$ cat config.mk
export PLATFORM = sky130hd
export DESIGN_NAME = sport_frame_master
export DESIGN_NICKNAME = d
export VERILOG_FILES = /design/src/rtl/sport_pkg.sv /design/src/rtl/sport_bitclk_gen.sv /design/src/rtl/sport_slot_ctr.sv /design/src/rtl/sport_tx_path.sv /design/src/rtl/sport_rx_path.sv /design/src/rtl/sport_frame_master.sv
export SDC_FILE = /design/constraint.sdc
export NUM_CORES = 1
export LEC_CHECK = 0
export BUFFER_PORTS_ARGS = -buffer_cell sky130_fd_sc_hd__buf_2
export CAP_MARGIN = 10
export CORE_MARGIN = 5
export CORE_UTILIZATION = 51
export CTS_CLUSTER_SIZE = 14
export DETAILED_ROUTE_END_ITERATION = 10
export GPL_TIMING_DRIVEN = 0
export PLACE_DENSITY = 0.75
export SKIP_CTS_REPAIR_TIMING = 1
export SYNTH_ARGS = -nofsm -noshare
export SYNTH_HDL_FRONTEND = slang
export SYNTH_SLANG_ARGS = --single-unit
$ cat constraint.sdc
create_clock -name clk -period 2.05 [get_ports clk]
set_input_delay 0.205 -clock clk [delete_from_list [all_inputs] [get_ports clk]]
set_output_delay 0.205 -clock clk [all_outputs]
set_load 0.01 [all_outputs]
$ cat src/rtl/sport_pkg.sv
package sport_pkg;
  localparam int DIV_DEFAULT   = 18;
  localparam int FRAME_DEFAULT = 256;
  localparam int WORD_DEFAULT  = 16;

  // Single-cycle strobes marking where the bit clock is about to change.
  typedef struct packed {
    logic rise;
    logic fall;
  } bit_edge_t;
endpackage

$ cat src/rtl/sport_bitclk_gen.sv
module sport_bitclk_gen
  import sport_pkg::*;
#(
  parameter int DIV = DIV_DEFAULT
) (
  input  logic      clk,
  input  logic      rst,
  output logic      sclk,
  output bit_edge_t strb
);
  localparam int HALF = DIV / 2;
  localparam int CW   = $clog2(DIV);

  logic [CW-1:0] cnt;

  assign strb.rise = (cnt == CW'(DIV - 1));
  assign strb.fall = (cnt == CW'(HALF - 1));

  always_ff @(posedge clk) begin
    if (rst) begin
      cnt  <= '0;
      sclk <= 1'b0;
    end else begin
      cnt <= strb.rise ? '0 : cnt + 1'b1;
      if (strb.rise)      sclk <= 1'b1;
      else if (strb.fall) sclk <= 1'b0;
    end
  end

  // Checker: count how long the bit clock stays high.
  logic [CW:0] hi_len;
  always_ff @(posedge clk) begin
    if (rst)       hi_len <= '0;
    else if (sclk) hi_len <= hi_len + 1'b1;
    else           hi_len <= '0;
  end

  // each high phase lasts exactly half the division ratio
  p_sclk_high_len_r1: assert property (@(posedge clk) disable iff (rst)
    $fell(sclk) |-> (hi_len == (CW+1)'(HALF)));
endmodule

$ cat src/rtl/sport_slot_ctr.sv
module sport_slot_ctr #(
  parameter int FRAME_BITS = 256,
  localparam int SW = $clog2(FRAME_BITS)
) (
  input  logic          clk,
  input  logic          rst,
  input  logic          rise,
  output logic [SW-1:0] slot,
  output logic [SW-1:0] slot_nxt
);
  localparam logic [SW-1:0] LAST = SW'(FRAME_BITS - 1);

  assign slot_nxt = (slot == LAST) ? '0 : slot + 1'b1;

  always_ff @(posedge clk) begin
    if (rst)       slot <= LAST;
    else if (rise) slot <= slot_nxt;
  end
endmodule

$ cat src/rtl/sport_tx_path.sv
module sport_tx_path #(
  parameter int WORD_BITS = 16,
  parameter int SW        = 8
) (
  input  logic                 clk,
  input  logic                 rst,
  input  logic                 rise,
  input  logic                 frame_late,
  input  logic [SW-1:0]        slot_nxt,
  input  logic [WORD_BITS-1:0] tx_word,
  output logic                 fsync,
  output logic                 sdo,
  output logic                 tx_load
);
  localparam logic [SW-1:0] LAST_DATA = SW'(WORD_BITS);

  logic [WORD_BITS-1:0] sh;
  logic                 data_slot;

  assign data_slot = (slot_nxt != '0) && (slot_nxt <= LAST_DATA);

  always_ff @(posedge clk) begin
    if (rst) begin
      sh      <= '0;
      sdo     <= 1'b0;
      fsync   <= 1'b0;
      tx_load <= 1'b0;
    end else begin
      tx_load <= 1'b0;
      if (rise) begin
        fsync <= frame_late ? (slot_nxt == SW'(1)) : (slot_nxt == '0);
        if (slot_nxt == '0) begin
          sh      <= tx_word;
          tx_load <= 1'b1;
          sdo     <= 1'b0;
        end else if (data_slot) begin
          sdo <= sh[WORD_BITS-1];
          sh  <= {sh[WORD_BITS-2:0], 1'b0};
        end else begin
          sdo <= 1'b0;
        end
      end
    end
  end
endmodule

$ cat src/rtl/sport_rx_path.sv
module sport_rx_path #(
  parameter int WORD_BITS = 16,
  parameter int SW        = 8
) (
  input  logic                 clk,
  input  logic                 rst,
  input  logic                 fall,
  input  logic [SW-1:0]        slot,
  input  logic                 sdi,
  output logic [WORD_BITS-1:0] rx_word,
  output logic                 rx_valid
);
  localparam logic [SW-1:0] LAST_DATA = SW'(WORD_BITS);

  logic [WORD_BITS-1:0] acc;
  logic                 in_data;

  assign in_data = (slot != '0) && (slot <= LAST_DATA);

  always_ff @(posedge clk) begin
    if (rst) begin
      acc      <= '0;
      rx_word  <= '0;
      rx_valid <= 1'b0;
    end else begin
      rx_valid <= 1'b0;
      if (fall && in_data) begin
        acc <= {acc[WORD_BITS-2:0], sdi};
        if (slot == LAST_DATA) begin
          rx_word  <= {acc[WORD_BITS-2:0], sdi};
          rx_valid <= 1'b1;
        end
      end
    end
  end

  // the valid strobe never lasts beyond one cycle
  p_rx_valid_pulse_r9: assert property (@(posedge clk) disable iff (rst)
    rx_valid |=> !rx_valid);
endmodule

$ cat src/rtl/sport_frame_master.sv
module sport_frame_master
  import sport_pkg::*;
#(
  parameter int DIV        = DIV_DEFAULT,
  parameter int FRAME_BITS = FRAME_DEFAULT,
  parameter int WORD_BITS  = WORD_DEFAULT
) (
  input  logic                 clk,
  input  logic                 rst,
  input  logic                 frame_late,
  input  logic [WORD_BITS-1:0] tx_word,
  input  logic                 sdi,
  output logic                 sclk,
  output logic                 fsync,
  output logic                 sdo,
  output logic                 tx_load,
  output logic [WORD_BITS-1:0] rx_word,
  output logic                 rx_valid
);
  localparam int SW = $clog2(FRAME_BITS);

  bit_edge_t     strb;
  logic [SW-1:0] slot;
  logic [SW-1:0] slot_nxt;

  sport_bitclk_gen #(.DIV(DIV)) u_bitclk (
    .clk  (clk),
    .rst  (rst),
    .sclk (sclk),
    .strb (strb)
  );

  sport_slot_ctr #(.FRAME_BITS(FRAME_BITS)) u_slot (
    .clk      (clk),
    .rst      (rst),
    .rise     (strb.rise),
    .slot     (slot),
    .slot_nxt (slot_nxt)
  );

  sport_tx_path #(.WORD_BITS(WORD_BITS), .SW(SW)) u_tx (
    .clk        (clk),
    .rst        (rst),
    .rise       (strb.rise),
    .frame_late (frame_late),
    .slot_nxt   (slot_nxt),
    .tx_word    (tx_word),
    .fsync      (fsync),
    .sdo        (sdo),
    .tx_load    (tx_load)
  );

  sport_rx_path #(.WORD_BITS(WORD_BITS), .SW(SW)) u_rx (
    .clk      (clk),
    .rst      (rst),
    .fall     (strb.fall),
    .slot     (slot),
    .sdi      (sdi),
    .rx_word  (rx_word),
    .rx_valid (rx_valid)
  );

  // slot index advances only together with a bit clock rising edge
  p_slot_step_r2: assert property (@(posedge clk) disable iff (rst)
    !$stable(slot) |-> $rose(sclk));

  // frame sync changes only at bit clock rising edges
  p_fsync_edge_r3: assert property (@(posedge clk) disable iff (rst)
    !$stable(fsync) |-> $rose(sclk));

  // frame sync is confined to slot 0 or slot 1
  p_fsync_slot_r4: assert property (@(posedge clk) disable iff (rst)
    fsync |-> (slot == '0 || slot == SW'(1)));

  // capture strobe coincides with the start of slot 0
  p_tx_load_slot_r5: assert property (@(posedge clk) disable iff (rst)
    tx_load |-> (slot == '0 && $rose(sclk)));

  // serial output moves only with a rising bit clock
  p_sdo_edge_r6: assert property (@(posedge clk) disable iff (rst)
    !$stable(sdo) |-> $rose(sclk));

  // output is low outside the data slots
  p_sdo_idle_r7: assert property (@(posedge clk) disable iff (rst)
    (slot == '0 || slot > SW'(WORD_BITS)) |-> !sdo);

  // received word is presented as the last data slot falls
  p_rx_valid_slot_r9: assert property (@(posedge clk) disable iff (rst)
    rx_valid |-> (slot == SW'(WORD_BITS) && $fell(sclk)));
endmodule

Word level (Yosys, flattened, before mapping)

Cells that the tools add are included.

Reductions and logical operators: 13
Multiplexer cells: 10
Bitwise operators: 2
Magnitude comparators: 2
Add/sub/neg operators: 2
Equality and inequality tests: 5

Operator list:

| kind                                                | count |
|---|---|
| 2-to-1 mux 16 bit                                   | 2 |
| <= comparator 8 x 5 -> 1 bit, second input constant | 2 |
| nonzero test 8 bit                                  | 2 |
| adder 8 x 1 -> 8 bit, second input constant         | 1 |
| equality test 8 x 1 -> 1 bit, second input constant | 1 |
| equality test 8 x 5 -> 1 bit, second input constant | 1 |
| equality test 8 bit, second input constant          | 1 |
| zero test 8 bit                                     | 1 |
| 2-to-1 mux 8 bit                                    | 1 |
| 2-to-1 mux 1 bit                                    | 7 |
| OR reduction 2 bit                                  | 3 |
| adder 5 x 1 -> 5 bit, second input constant         | 1 |
| equality test 5 x 4 -> 1 bit, second input constant | 1 |
| equality test 5 bit, second input constant          | 1 |
| AND reduction 2 bit                                 | 2 |
| nonzero test 2 bit                                  | 2 |
| logical AND 1 bit                                   | 3 |
| inverter 1 bit                                      | 2 |

Input bits: 20
Logic and storage cells: 44
Register bits after elaboration: 65

Depth between registers and ports, before layout

Word-level depth: 6
Mapped depth: 9
Mapped depth without buffers: 7

Hierarchy

Synthesis repeated with hierarchy kept, for this count alone.

Cell total of the unflattened synthesis: 412
Area, all modules: 3,747.3 um2

Modules (own cells, without submodules):

| module           | area an instance (um2) | instances | cells each |
|---|---|---|---|
| sport_rx_path    | 1,898.1                | 1         | 217 |
| sport_tx_path    | 1,023.5                | 1         | 105 |
| sport_slot_ctr   | 501.7                  | 1         | 61 |
| sport_bitclk_gen | 324.1                  | 1         | 29 |

Worst setup path after synthesis

OpenSTA, ideal clock, no wires.

Path kind: reg-to-reg
Start point: reg u_slot.slot[0]
End point: reg u_tx.sh[10]
Data required time: 1,964 ps
Data arrival time: 1,882 ps
Setup slack: 83 ps
Setup time: 86 ps
Stages on the path, launching flop included: 10
Cell sequence: dfxtp_1 ha_1 buf_6 and4_4 and3_1 o31a_1 buf_6 buf_12 mux2i_1 a211oi_1

Word-level cells in the longest chain between the ends: 6
Elaborated cells between the ends (all ways): 10
Those cells by class: add/sub: 1; order compare: 1; eq/ne: 1; mux: 2; reduce/logical: 5

Ends and longest elaborated chain:

| what                                                               | RTL line             | source |
|---|---|---|
| start, declared                                                    | sport_slot_ctr.sv:8  | `output logic [SW-1:0] slot,` |
| start signal, assigned                                             | sport_slot_ctr.sv:17 | `else if (rise) slot <= slot_nxt;` |
| adder 8 x 1 -> 8 bit or equality test 8 bit (tied branches)        | sport_slot_ctr.sv:13 | `assign slot_nxt = (slot == LAST) ? '0 : slot + 1'b1;` |
| 2-to-1 mux 8 bit *                                                 | sport_slot_ctr.sv:13 |  |
| <= comparator 8 x 5 -> 1 bit or nonzero test 8 bit (tied branches) | sport_tx_path.sv:20  | `assign data_slot = (slot_nxt != '0) && (slot_nxt <= LAST_DATA);` |
| logical AND 1 bit                                                  | sport_tx_path.sv:20  |  |
| nonzero test 2 bit (no line)                                       | -                    |  |
| AND reduction 2 bit (no line)                                      | -                    |  |
| end signal, assigned                                               | sport_tx_path.sv:33  | `sh <= tx_word;` |
| end signal, assigned                                               | sport_tx_path.sv:38  | `sh <= {sh[WORD_BITS-2:0], 1'b0};` |
| end, declared                                                      | sport_tx_path.sv:17  | `logic [WORD_BITS-1:0] sh;` |

Mark *: on every way between the ends. The rest lies on a longest branch, timed or not.
A chain may end at the register's enable or synchronous reset.

Final worst setup path

Start point: reg u_bitclk.cnt[0]
End point: reg u_rx.rx_word[5]

Word-level cells in the longest chain between the ends: 3

Ends and longest elaborated chain:

| what                          | RTL line               | source |
|---|---|---|
| start, declared               | sport_bitclk_gen.sv:14 | `logic [CW-1:0] cnt;` |
| start signal, assigned        | sport_bitclk_gen.sv:24 | `cnt <= strb.rise ? '0 : cnt + 1'b1;` |
| equality test 5 x 4 -> 1 bit  | sport_bitclk_gen.sv:17 | `assign strb.fall = (cnt == CW'(HALF - 1));` |
| logical AND 1 bit             | sport_rx_path.sv:27    | `if (fall && in_data) begin` |
| AND reduction 2 bit (no line) | -                      |  |
| end signal, assigned          | sport_rx_path.sv:30    | `rx_word <= {acc[WORD_BITS-2:0], sdi};` |
| end, declared                 | sport_rx_path.sv:10    | `output logic [WORD_BITS-1:0] rx_word,` |

No other way between the ends.

==> results.py <==
metrics = {
    "global_route": {
        "grtUsageMet3": 0.0563,
        "grt_max_degree": 13,
        "use_met2": 0.266,
        "grt_pass1_vias": 2179,
        "grt_busiest_layer": "met2",
        "antenna_found_initial": 0,
        "overflow": 0,
        "grt_use_met1": 0.218,
        "grt_pass1_wl_um": 9940,
        "grt_use_total": 0.169,
    },
    "die": {
        "dieArea_sq_um": 7220,
        "fp.dieW_um": 85.0,
        "ioPinCount": 41,
        "core_area_sq_um": 5470,
        "core.rowCount": 27,
        "floorplan.initialDensity": 0.524,
        "die_y_um": 85.0,
    },
    "critical_path": {
        "crit_path_end_kind": "flop",
        "arrival_ns": 2.15,
        "crit_type": "flop to flop",
        "path_buf_inv": 3,
        "startpoint_type": "flop",
        "path_cells": "inv_1, ha_1, nor3b_1, and3_1, nand3_1, clkbuf_4, buf_6, mux2i_1, nor2_1",
        "worstPathRequired_ns": 2.27,
        "critPathMaxFanout": 10,
        "slowest_delay_ns": 0.41,
        "cp_top_family": "buffers and inverters",
        "cp_slowest_cell": "dfxtp_1",
    },
    "timing": {
        "tightestPinTransition_ns": 0.565,
        "skew_ns": 0.00832,
        "relSlewSlack": 0.623,
        "holdWs_ns": 0.120,
        "hold_viol": 0,
        "setup_viol": 0,
        "min_period_ns": 1.94,
        "finalMaxSlewViolations": 0,
        "rsz0062_at_grt": "no",
        "max_freq_ghz": 0.516,
        "setup_slack_ns": 0.112,
        "min_period_over_period": 0.946,
        "setup_tns_ns": 0,
    },
    "routing": {
        "post_drt_wl_per_cell_um": 13.7,
        "ant_nets": 0,
        "num_vias": 2255,
        "drt-initial-drc-count": 171,
        "drc": 0,
        "wl_um": 5840,
        "dr.pass1.iters": 4,
        "routed_via_density": 5.31,
    },
    "job": {
        "drv_cap": 0,
    },
    "synth": {
        "synthCells": 292,
        "avgSynthCellArea_sq_um": 9.82,
        "synth_top_family_by_area": "simple AND/OR/NAND/NOR gates",
        "synth.distinct_cells": 47,
        "yosysSeqAreaShare": 0.454,
        "synth_warnings": 0,
        "synth_compound_area_frac": 0.110,
        "async_flop_share": 0,
        "synthXorXnorAreaFrac": 0.0153,
        "yosys.area_share.simple": 0.170,
        "syn_area_sq_um": 2870,
        "yosys_most_used_dff": "dfxtp_1",
        "yosys.area.top_type": "dfxtp_1",
        "yosys.area.top_type_share": 0.454,
        "yosysMostFrequentCell": "dfxtp_1",
        "synth_edf_count": 0,
        "synth_mux_area_frac": 0.164,
        "ys_top_cells_by_count": "65 x dfxtp_1, 53 x nor2_1, 47 x mux2i_1",
        "synth.area.top_cells": "dfxtp_1 45%, mux2i_1 16%, nor2_1 6.9%",
        "ys_seq_elements": 65,
        "synth-adder-area-share": 0.0262,
        "synth_nets": 318,
    },
    "clocking": {
        "path_clk_slew_ns": 0.07,
        "clock_latency_ns": 0.33,
        "cts.sink_count": 65,
        "clk_path_buf_depth": 2,
        "tritoncts": "built",
        "cts-htree-levels": 3,
        "cts-buffers-inserted": 9,
        "cts_root_buf": "clkbuf_8",
    },
    "final_layout": {
        "design_area_sq_um": 3430,
        "fillers": 484,
        "n_antenna_cell": 0,
        "syn_to_final_growth_pct": 19.8,
        "drive_gt1_frac": 0.263,
        "nets": 374,
    },
    "status": {
        "outcome": "finished, final reports clean",
    },
    "place": {
        "numPortBuffers": 39,
        "place_ws_ns": -0.0875,
        "placed_area_sq_um": 3150,
        "hpwl_um": 3980,
        "gp_congestion": 0.852,
    },
    "worst_hold_path": {
        "hp-class": "input port to flop",
    },
    "power_and_ir_drop": {
        "total_leakage_power_nw": 1.74,
        "finalPower_mw": 2.29,
        "ir_drop_v": 0.000447,
        "p_per_area_nw_per_um2": 666,
    },
}
[final timing paths]
path / start / to / slack (ns) / cells past startpoint
max: u_bitclk.cnt[0]$_SDFF_PP0_ / u_rx.rx_word[5]$_SDFFE_PP0P_ / 0.11 / 9
min: sdi / u_rx.acc[0]$_SDFFE_PP0P_ / 0.12 / 3
max reg2reg: u_bitclk.cnt[0]$_SDFF_PP0_ / u_rx.rx_word[5]$_SDFFE_PP0P_ / 0.11 / 9
min reg2reg: u_tx.sdo$_SDFFE_PP0P_ / u_tx.sdo$_SDFFE_PP0P_ / 0.46 / 2
[area by class of cell]
class / count / area, sq um / area share
tap: 72 / 90.1 / 0.0262
buffer: 22 / 154 / 0.0448
inverter: 5 / 18.8 / 0.00546
clock buffer: 9 / 124 / 0.0361
clock inverter: 7 / 47.5 / 0.0138
multi-input combinational: 199 / 1440 / 0.418
sequential: 65 / 1310 / 0.381
timing repair buffer: 46 / 255 / 0.0743
[worst reg2reg max path, stage by stage, from the launching register on]
cell	delay [ns]
dfxtp_1	0.41
inv_1	0.07
ha_1	0.18
nor3b_1	0.14
and3_1	0.21
nand3_1	0.09
clkbuf_4	0.24
buf_6	0.20
mux2i_1	0.23
nor2_1	0.05
[per-layer routing]
| layer | share of wire | routed length, um |
|---|---|---|
| met3 | 0.059 | 345 |
| met5 | 0 | 0 |
| met4 | 0.011 | 63 |
| met1 | 0.47 | 2750 |
| met2 | 0.46 | 2680 |
[metrics by stage]
step / utilization / instances
2_1_floorplan: - / 292
3_3_place_gp: 0.576 / 403
3_5_place_dp: 0.576 / 403
4_1_cts: 0.607 / 419
5_1_grt: 0.628 / 425
6_report: 0.628 / 425
[registers in the layout (all words and copies together) (netlist names)]
name           count
u_slot.slot        8
u_tx.fsync         1
u_tx.tx_load       1
u_bitclk.cnt       5
u_rx.rx_valid      1
u_tx.sdo           1
u_bitclk.sclk      1
u_rx.rx_word      16
u_rx.acc          15
u_tx.sh           16
[kinds of logic after synthesis]
kind of cell / count (synthesis)
AO/OA/AOI/OAI: 44
buffers and inverters: 28
multiplexers: 47
adder cells (fa/ha/maj): 6
AND/OR/NAND/NOR: 97
XOR/XNOR: 5
flip-flops: 65
[power breakdown]
group	switching [mW]	internal, mW
clock	0.505	0.435
combinational	0.0457	0.0330
sequential	0.00412	1.26
[cell usage in the layout, fill, tap and decap left out, types with 9 or more instances in the layout]
cell,netlist,layout
dfxtp_1,65,63
nor2_1,53,53
mux2i_1,47,46
buf_2,5,43
a211oi_1,16,12
buf_4,5,10
a21oi_1,9,9
clkbuf_8,0,9
Note: power is estimated with default switching activity, not from simulation.
